### src/rtl/irq_pkg.sv
package irq_pkg;
  localparam int REG_W   = 32;
  localparam int ADDR_W  = 2;
  localparam int GIE_BIT = REG_W - 1;

  localparam logic [ADDR_W-1:0] A_STATUS = 2'd0;
  localparam logic [ADDR_W-1:0] A_ENABLE = 2'd1;
  localparam logic [ADDR_W-1:0] A_GLOBAL = 2'd2;

  // Bits implemented from the MSB downward
  function automatic logic [REG_W-1:0] impl_mask(input int n);
    logic [REG_W-1:0] m;
    m = '0;
    for (int i = 0; i < REG_W; i++) begin
      if (i >= REG_W - n) m[i] = 1'b1;
    end
    return m;
  endfunction
endpackage

### src/rtl/irq_status_bank.sv
module irq_status_bank
  import irq_pkg::*;
#(
  parameter int NUM_BITS = 8
) (
  input  logic             clk,
  input  logic             rst_n,
  input  logic [REG_W-1:0] src,
  input  logic             ack_wr,
  input  logic [REG_W-1:0] wdata,
  output logic [REG_W-1:0] status
);
  localparam logic [REG_W-1:0] MASK = impl_mask(NUM_BITS);

  logic unused_bits;
  assign unused_bits = ^{src & ~MASK, wdata & ~MASK};

  for (genvar i = 0; i < REG_W; i++) begin : g_bit
    if (i >= REG_W - NUM_BITS) begin : g_impl
      logic st_q;
      always_ff @(posedge clk) begin
        if (!rst_n)                 st_q <= src[i];
        else if (src[i])            st_q <= 1'b1;
        else if (ack_wr && wdata[i]) st_q <= ~st_q;
      end
      assign status[i] = st_q;

      AST_SRC_SETS: assert property (@(posedge clk) disable iff (!rst_n)
        src[i] |=> st_q);
      AST_STICKY: assert property (@(posedge clk) disable iff (!rst_n)
        (st_q && !(ack_wr && wdata[i])) |=> st_q);
      AST_TOGGLE_CLEAR: assert property (@(posedge clk) disable iff (!rst_n)
        (st_q && ack_wr && wdata[i] && !src[i]) |=> !st_q);
      AST_ZERO_HOLD: assert property (@(posedge clk) disable iff (!rst_n)
        (!st_q && !src[i] && !(ack_wr && wdata[i])) |=> !st_q);
    end else begin : g_none
      assign status[i] = 1'b0;
    end
  end
endmodule

### src/rtl/irq_enable_bank.sv
module irq_enable_bank
  import irq_pkg::*;
#(
  parameter int NUM_BITS = 8
) (
  input  logic             clk,
  input  logic             rst_n,
  input  logic             en_wr,
  input  logic             gie_wr,
  input  logic [REG_W-1:0] wdata,
  output logic [REG_W-1:0] enable,
  output logic             gie
);
  localparam logic [REG_W-1:0] MASK = impl_mask(NUM_BITS);

  logic [REG_W-1:0] en_q;
  logic             gie_q;

  always_ff @(posedge clk) begin
    if (!rst_n) begin
      en_q  <= '0;
      gie_q <= 1'b0;
    end else begin
      if (en_wr)  en_q  <= wdata & MASK;
      if (gie_wr) gie_q <= wdata[GIE_BIT];
    end
  end

  assign enable = en_q;
  assign gie    = gie_q;

  AST_EN_IMPL_ONLY: assert property (@(posedge clk) disable iff (!rst_n)
    (en_q & ~MASK) == '0);
  AST_EN_STABLE: assert property (@(posedge clk) disable iff (!rst_n)
    !en_wr |=> $stable(en_q));
  AST_GIE_STABLE: assert property (@(posedge clk) disable iff (!rst_n)
    !gie_wr |=> $stable(gie_q));
endmodule

### src/rtl/irq_read_port.sv
module irq_read_port
  import irq_pkg::*;
(
  input  logic              clk,
  input  logic              rst_n,
  input  logic              rd_en,
  input  logic [ADDR_W-1:0] addr,
  input  logic [REG_W-1:0]  status,
  input  logic [REG_W-1:0]  enable,
  input  logic              gie,
  output logic [REG_W-1:0]  rdata,
  output logic              rvalid
);
  logic [REG_W-1:0] sel;
  logic [REG_W-1:0] rdata_q;
  logic             rvalid_q;

  always_comb begin
    sel = '0;
    unique case (addr)
      A_STATUS: sel = status;
      A_ENABLE: sel = enable;
      A_GLOBAL: sel[GIE_BIT] = gie;
      default:  sel = '0;
    endcase
  end

  always_ff @(posedge clk) begin
    if (!rst_n) begin
      rdata_q  <= '0;
      rvalid_q <= 1'b0;
    end else begin
      rvalid_q <= rd_en;
      if (rd_en) rdata_q <= sel;
    end
  end

  assign rdata  = rdata_q;
  assign rvalid = rvalid_q;

  AST_READ_LATENCY: assert property (@(posedge clk) disable iff (!rst_n)
    rd_en |=> rvalid_q);
  AST_NO_SPURIOUS_VALID: assert property (@(posedge clk) disable iff (!rst_n)
    !rd_en |=> !rvalid_q);
endmodule

### src/rtl/irq_latch_ctrl.sv
module irq_latch_ctrl
  import irq_pkg::*;
#(
  parameter int NUM_BITS = 8
) (
  input  logic              clk,
  input  logic              rst_n,
  input  logic [REG_W-1:0]  src,
  input  logic              wr_en,
  input  logic              rd_en,
  input  logic [ADDR_W-1:0] addr,
  input  logic [REG_W-1:0]  wdata,
  output logic [REG_W-1:0]  rdata,
  output logic              rvalid,
  output logic              irq_out
);
  localparam logic [REG_W-1:0] MASK = impl_mask(NUM_BITS);

  logic [REG_W-1:0] status;
  logic [REG_W-1:0] enable;
  logic [REG_W-1:0] pending;
  logic             gie;
  logic             ack_wr, en_wr, gie_wr;

  assign ack_wr = wr_en && (addr == A_STATUS);
  assign en_wr  = wr_en && (addr == A_ENABLE);
  assign gie_wr = wr_en && (addr == A_GLOBAL);

  irq_status_bank #(.NUM_BITS(NUM_BITS)) u_status (
    .clk(clk), .rst_n(rst_n), .src(src), .ack_wr(ack_wr),
    .wdata(wdata), .status(status)
  );

  irq_enable_bank #(.NUM_BITS(NUM_BITS)) u_enable (
    .clk(clk), .rst_n(rst_n), .en_wr(en_wr), .gie_wr(gie_wr),
    .wdata(wdata), .enable(enable), .gie(gie)
  );

  irq_read_port u_read (
    .clk(clk), .rst_n(rst_n), .rd_en(rd_en), .addr(addr),
    .status(status), .enable(enable), .gie(gie),
    .rdata(rdata), .rvalid(rvalid)
  );

  assign pending = status & enable;
  assign irq_out = (|pending) && gie;

  AST_IRQ_NEEDS_GLOBAL: assert property (@(posedge clk) disable iff (!rst_n)
    irq_out |-> gie);
  AST_STATUS_IMPL_ONLY: assert property (@(posedge clk) disable iff (!rst_n)
    (status & ~MASK) == '0);
  AST_ENABLE_FROM_RESET: assert property (@(posedge clk) disable iff (!rst_n)
    $rose(rst_n) |-> (enable == '0 && !gie));
endmodule

### config.mk
export PLATFORM = sky130hd
export DESIGN_NAME = irq_latch_ctrl
export DESIGN_NICKNAME = d
export VERILOG_FILES = /design/src/rtl/irq_pkg.sv /design/src/rtl/irq_status_bank.sv /design/src/rtl/irq_enable_bank.sv /design/src/rtl/irq_read_port.sv /design/src/rtl/irq_latch_ctrl.sv
export SDC_FILE = /design/constraint.sdc
export NUM_CORES = 1
export LEC_CHECK = 0
export ABC_AREA = 1
export BUFFER_PORTS_ARGS = -buffer_cell sky130_fd_sc_hd__buf_4
export CORE_MARGIN = 5
export CORE_UTILIZATION = 40
export DETAILED_ROUTE_END_ITERATION = 10
export PLACE_DENSITY = 0.82
export SETUP_SLACK_MARGIN = 0.15
export SYNTH_ARGS = -nofsm -noshare
export SYNTH_HDL_FRONTEND = slang
export SYNTH_SLANG_ARGS = --single-unit
### constraint.sdc
create_clock -name clk -period 0.92 [get_ports clk]
set_input_delay 0.046 -clock clk [delete_from_list [all_inputs] [get_ports clk]]
set_output_delay 0.046 -clock clk [all_outputs]
set_load 0.01 [all_outputs]
# Word-level counts from Yosys, hierarchy flattened
# Cells that the tools add are included.
dict set report word_totals {
  inputBits 70
  out_inout_bits 34
  ff_bits 50
  word_cells 71
}
dict set report op_classes {
  n_eq_ne 10
  n_reduce_logical 14
  n_mux 26
  bitwise 9
}
# operator count
set ops {}
lappend ops {{$pmux 31 s2} 1}
lappend ops {{$and 32x32->32} 1}
lappend ops {{$reduce_or 32->1} 1}
lappend ops {{$mux 1} 24}
lappend ops {{$ne 3x2->1 const B} 8}
lappend ops {{$logic_and 1x1->1} 12}
lappend ops {{$not 1->1} 8}
lappend ops {{$pmux 1 s3} 1}
lappend ops {{$eq 2x1->1 const B} 1}
lappend ops {{$eq 2x2->1 const B} 1}
lappend ops {{$logic_not 2->1} 1}

# Depth between registers and ports, before layout
dict set report logic_depth {
  word_depth 6
  mapped_depth 7
}

# Modules after synthesis
# A second synthesis with hierarchy kept.
dict set report hier_totals {
  hier_cells 523
  area_unflattened_um2 3345.7
}
# mod area_each_um2 cells_per_inst seq_area_each_um2 instances
set modules_own_cells {}
lappend modules_own_cells {irq_read_port 1793.0 281 660.6 1}
lappend modules_own_cells {irq_status_bank 720.7 92 240.2 1}
lappend modules_own_cells {irq_enable_bank 568.0 81 180.2 1}
lappend modules_own_cells {irq_latch_ctrl 264.0 69 0.0 1}

# Least setup slack after synthesis
# Ideal clock, no wire load.
dict set report synth_path {
  kind {in2reg}
  from {in wr_en}
  to {reg u_status.g_bit[25].g_impl.st_q, enable pin}
  path_buffers 0
  t_required_ns 0.626
  path_stages 4
  path_slack_ns 0.084
  arrival_ns 0.541
  cell_sequence {inv_1 nor3_2 nand2_1 nand3_1}
}
dict set report synth_between {
  elab_chain_len 3
}
# item line_no
set synth_rtl {}
lappend synth_rtl {{start: declaration} irq_latch_ctrl.sv:9} ;# input logic wr_en,
lappend synth_rtl {{$logic_and 1x1->1} irq_latch_ctrl.sv:25} ;# assign ack_wr = wr_en && (addr == A_STATUS);
lappend synth_rtl {{$logic_and 1x1->1} irq_status_bank.sv:24} ;# else if (ack_wr && wdata[i]) st_q <= ~st_q;
lappend synth_rtl {{$ne 3x2->1 (no line)} --}
lappend synth_rtl {{end signal: assignment} irq_status_bank.sv:22} ;# if (!rst_n) st_q <= src[i];
lappend synth_rtl {{end signal: assignment} irq_status_bank.sv:24}
lappend synth_rtl {{end: declaration} irq_status_bank.sv:20} ;# logic st_q;
# Every way passes these cells.
# A chain may end at the register's enable or synchronous reset.

# Worst setup path in the final report
dict set report layout_path {
  from {reg u_status.g_bit[25].g_impl.st_q}
  to {out irq_out}
}
dict set report layout_between {
  elab_chain_len 3
}
# item line_no
set layout_rtl {}
lappend layout_rtl {{$and 32x32->32} irq_latch_ctrl.sv:45} ;# assign pending = status & enable;
lappend layout_rtl {{$reduce_or 32->1} irq_latch_ctrl.sv:46} ;# assign irq_out = (|pending) && gie;
lappend layout_rtl {{$logic_and 1x1->1} irq_latch_ctrl.sv:46}
lappend layout_rtl {{end: declaration} irq_latch_ctrl.sv:15} ;# output logic irq_out
# Every way passes these cells.

==> flow_summary.toml <==
[global_route]
grt_use_met1_pct = 17.4
grt_pass1_vias = 1351
grt_max_degree = 18
grt_use_met3_pct = 2.61
track_usage_pct = 14.5
grtUsageMet2_pct = 26.7
top_usage_layer = "met2"
globalRoute.totalOverflow = 0
grt_pass1_wl_um = 5910
antenna_found_initial = 0

[min_path]
min_path_cells = 3
min_path_type = "in -> reg"
worstHoldStart = "rst_n"
min_to = "u_enable.enable[24]"

[sta]
hold_viol_final = 0
layout_setup_ws_ns = -0.430
fmax_mhz = 741
min_period_over_period_pct = 147
skew_ns = 0.0182
slew_viol_final = 0
fin_crit_ns = 1.35
setup_viol_count_final = 6
grt_setup_unrepaired = "yes"

[die]
rows = 21
die_x_um = 69.4
start_util_pct = 41.6
core_area_um2 = 3390
die_area_um2 = 4820
die_h_um = 69.4
io_pins = 104

[power_and_ir_drop]
powerDensity_nw_per_um2 = 1310
p_total_uw = 2760
ir_drop_mv = 0.854
p_leak_uw = 0.00107

[place]
place_hpwl_um = 2270
gp_congestion = 0.773
dp_slack_ns = -0.0292
dp_cells = 283
port_buffers = 31

[detailed_routing]
firstDrtPassIters = 5
wl_per_cell_um = 11.8
drc = 0
vias = 1411
drt-initial-drc-count = 62
wl_um = 3720
via_per_inst = 4.49
ant_nets = 0

[logic_synthesis]
synthCells = 200
synthFlopType = "dfxtp_1"
ys_async_sr_fraction_pct = 0
yosysUniqueCellTypes = 15
synth_seq_cells = 26
netlist_top_cells_area = "dfxtp_1 (26%), edfxtp_1 (17%), buf_4 (13%)"
yosys.area.top_type = "dfxtp_1"
seq_area_frac_synth_pct = 42.6
synth-edff-count = 8
synthTopCellsByCount = "nand2_1 (44), nor2_1 (35), buf_4 (24), inv_1 (22), nand3_1 (19)"
ys_warn_count = 0
synth_top_area_share_pct = 25.5
syn_area_um2 = 1410
synth.most_common_cell = "nand2_1"
synth_area_per_cell_um2 = 7.06

[cts]
clock-sinks = 26
clkTransAtPathRegs_ns = 0.16
clkLatencyLatePin_ns = 0.35
htree_levels = 1
cts_root_buffer = "clkbuf_4"
cts_buffers = 3
clockBufferDepth = 2
cts_tree = "done"

[final_layout]
syn2layout_area_growth_pct = 49.7
utilization_pct = 62.3
stdcell_count = 314
diodes = 0
layout-drive-gt1-share_pct = 34.0
nNetsFinal = 339

[setup_path]
r2r_cells = 7
cp_data_required_time_ns = 0.87
arrival_ns = 1.30
reg2reg_setup_slack_ns = -0.20
r2r_start = "u_status.g_bit[25].g_impl.st_q"
worst_setup_path_start_kind = "register"
worstSetupPathType = "reg -> out"
cp-end-kind = "output port"
r2r_end = "u_read.rdata[25]"
path_max_fanout = 2

[status]
violations = "negative setup slack"
outcome = "finished, violations left"

[job]
maxCapViolCount = 0
cells by family after synthesis:
group / share of synthesized area [%]
AOI/OAI and AO/OA: 7.09
buffers and inverters: 20.8
DFF: 42.6
other: 0.266
and+or+nand+nor: 29.3
placed cells by master (no fill, tap or decap):
cell type,n
inv_2,6
nor3_4,1
a21oi_1,2
nand2_4,1
nand3_1,13
buf_6,13
bufinv_16,1
dfxtp_1,9
dfxtp_2,9
nor2_1,34
conb_1,24
nor2_4,1
edfxtp_1,8
nand2_2,4
buf_4,39
nand3_2,6
inv_1,18
o21ai_1,2
o21ai_0,10
clkbuf_4,3
o21ai_2,6
nor2_2,1
dlygate4sd3_1,18
nand2_1,39
where the power goes:
part / switching, uW / internal [uW] / total, uW
clock network: 383 / 441 / 824
registers: 49.2 / 1270 / 1310
logic: 308 / 316 / 624
total: 740 / 2020 / 2760
sequential cells by signal, indices dropped and copies added (netlist names):
signal                      cells
u_enable.gie                    1
u_enable.enable                 8
u_read.rdata                    8
u_read.rvalid                   1
u_status.g_bit.g_impl.st_q      8
through the flow:
step	setup TNS (ns)	hold WS (ns)	cell area, um2
after floorplan	0	0.181	1500
after global placement	-0.149	0.281	1680
after detailed placement	-0.335	0.286	1680
after CTS	-0.393	0.00301	2010
after global routing	-1.18	0.0154	2110
final	-0.930	0.0103	2110
cell type report:
type	instances	area [um2]
clock buffer	3	22.5
clock inverter	1	30.0
fill	304	1280
inverter	24	90.1
multi-input combinational	144	682
sequential	26	612
tap	46	57.6
timing repair buffer	70	619
what timing repair did:
item                                    4_1_cts  5_1_grt
endpoints found under the setup margin       22       30
hold buffers                                 18        0
setup buffers                                 3        6
hold endpoints to repair                     17        0
resized for setup                            33       20
pin swaps                                     9        8
worst max path at each step:
stage	start	endpoint	slack (ns)	depth (start not counted)
5_1_grt	u_status.g_bit[25].g_impl.st_q	irq_out	-0.46	5
2_1_floorplan	wr_en	u_status.g_bit[25].g_impl.st_q	0.15	4
3_5_place_dp	addr[1]	u_status.g_bit[27].g_impl.st_q	-0.03	5
4_1_cts	u_status.g_bit[25].g_impl.st_q	irq_out	-0.35	5
6_report	u_status.g_bit[25].g_impl.st_q	irq_out	-0.43	5
3_3_place_gp	addr[0]	u_read.rdata[28]	-0.02	8
layer usage:
| layer | part of all wire [%] | vias up | routed length (um) |
|---|---|---|---|
| met5 | 0 | - | 0 |
| met4 | 0.86 | 0 | 32 |
| met3 | 6.9 | 7 | 257 |
| met2 | 54 | 63 | 1990 |
| met1 | 39 | 631 | 1440 |
| li1 | - | 710 | - |
worst max-delay path, stage by stage (launching register included):
cell,delay (ns)
edfxtp_1,0.45
nand2_1,0.09
nand2_1,0.06
nor2_2,0.13
a21oi_1,0.08
buf_4,0.15
Note: power is estimated with default switching activity, not from simulation.
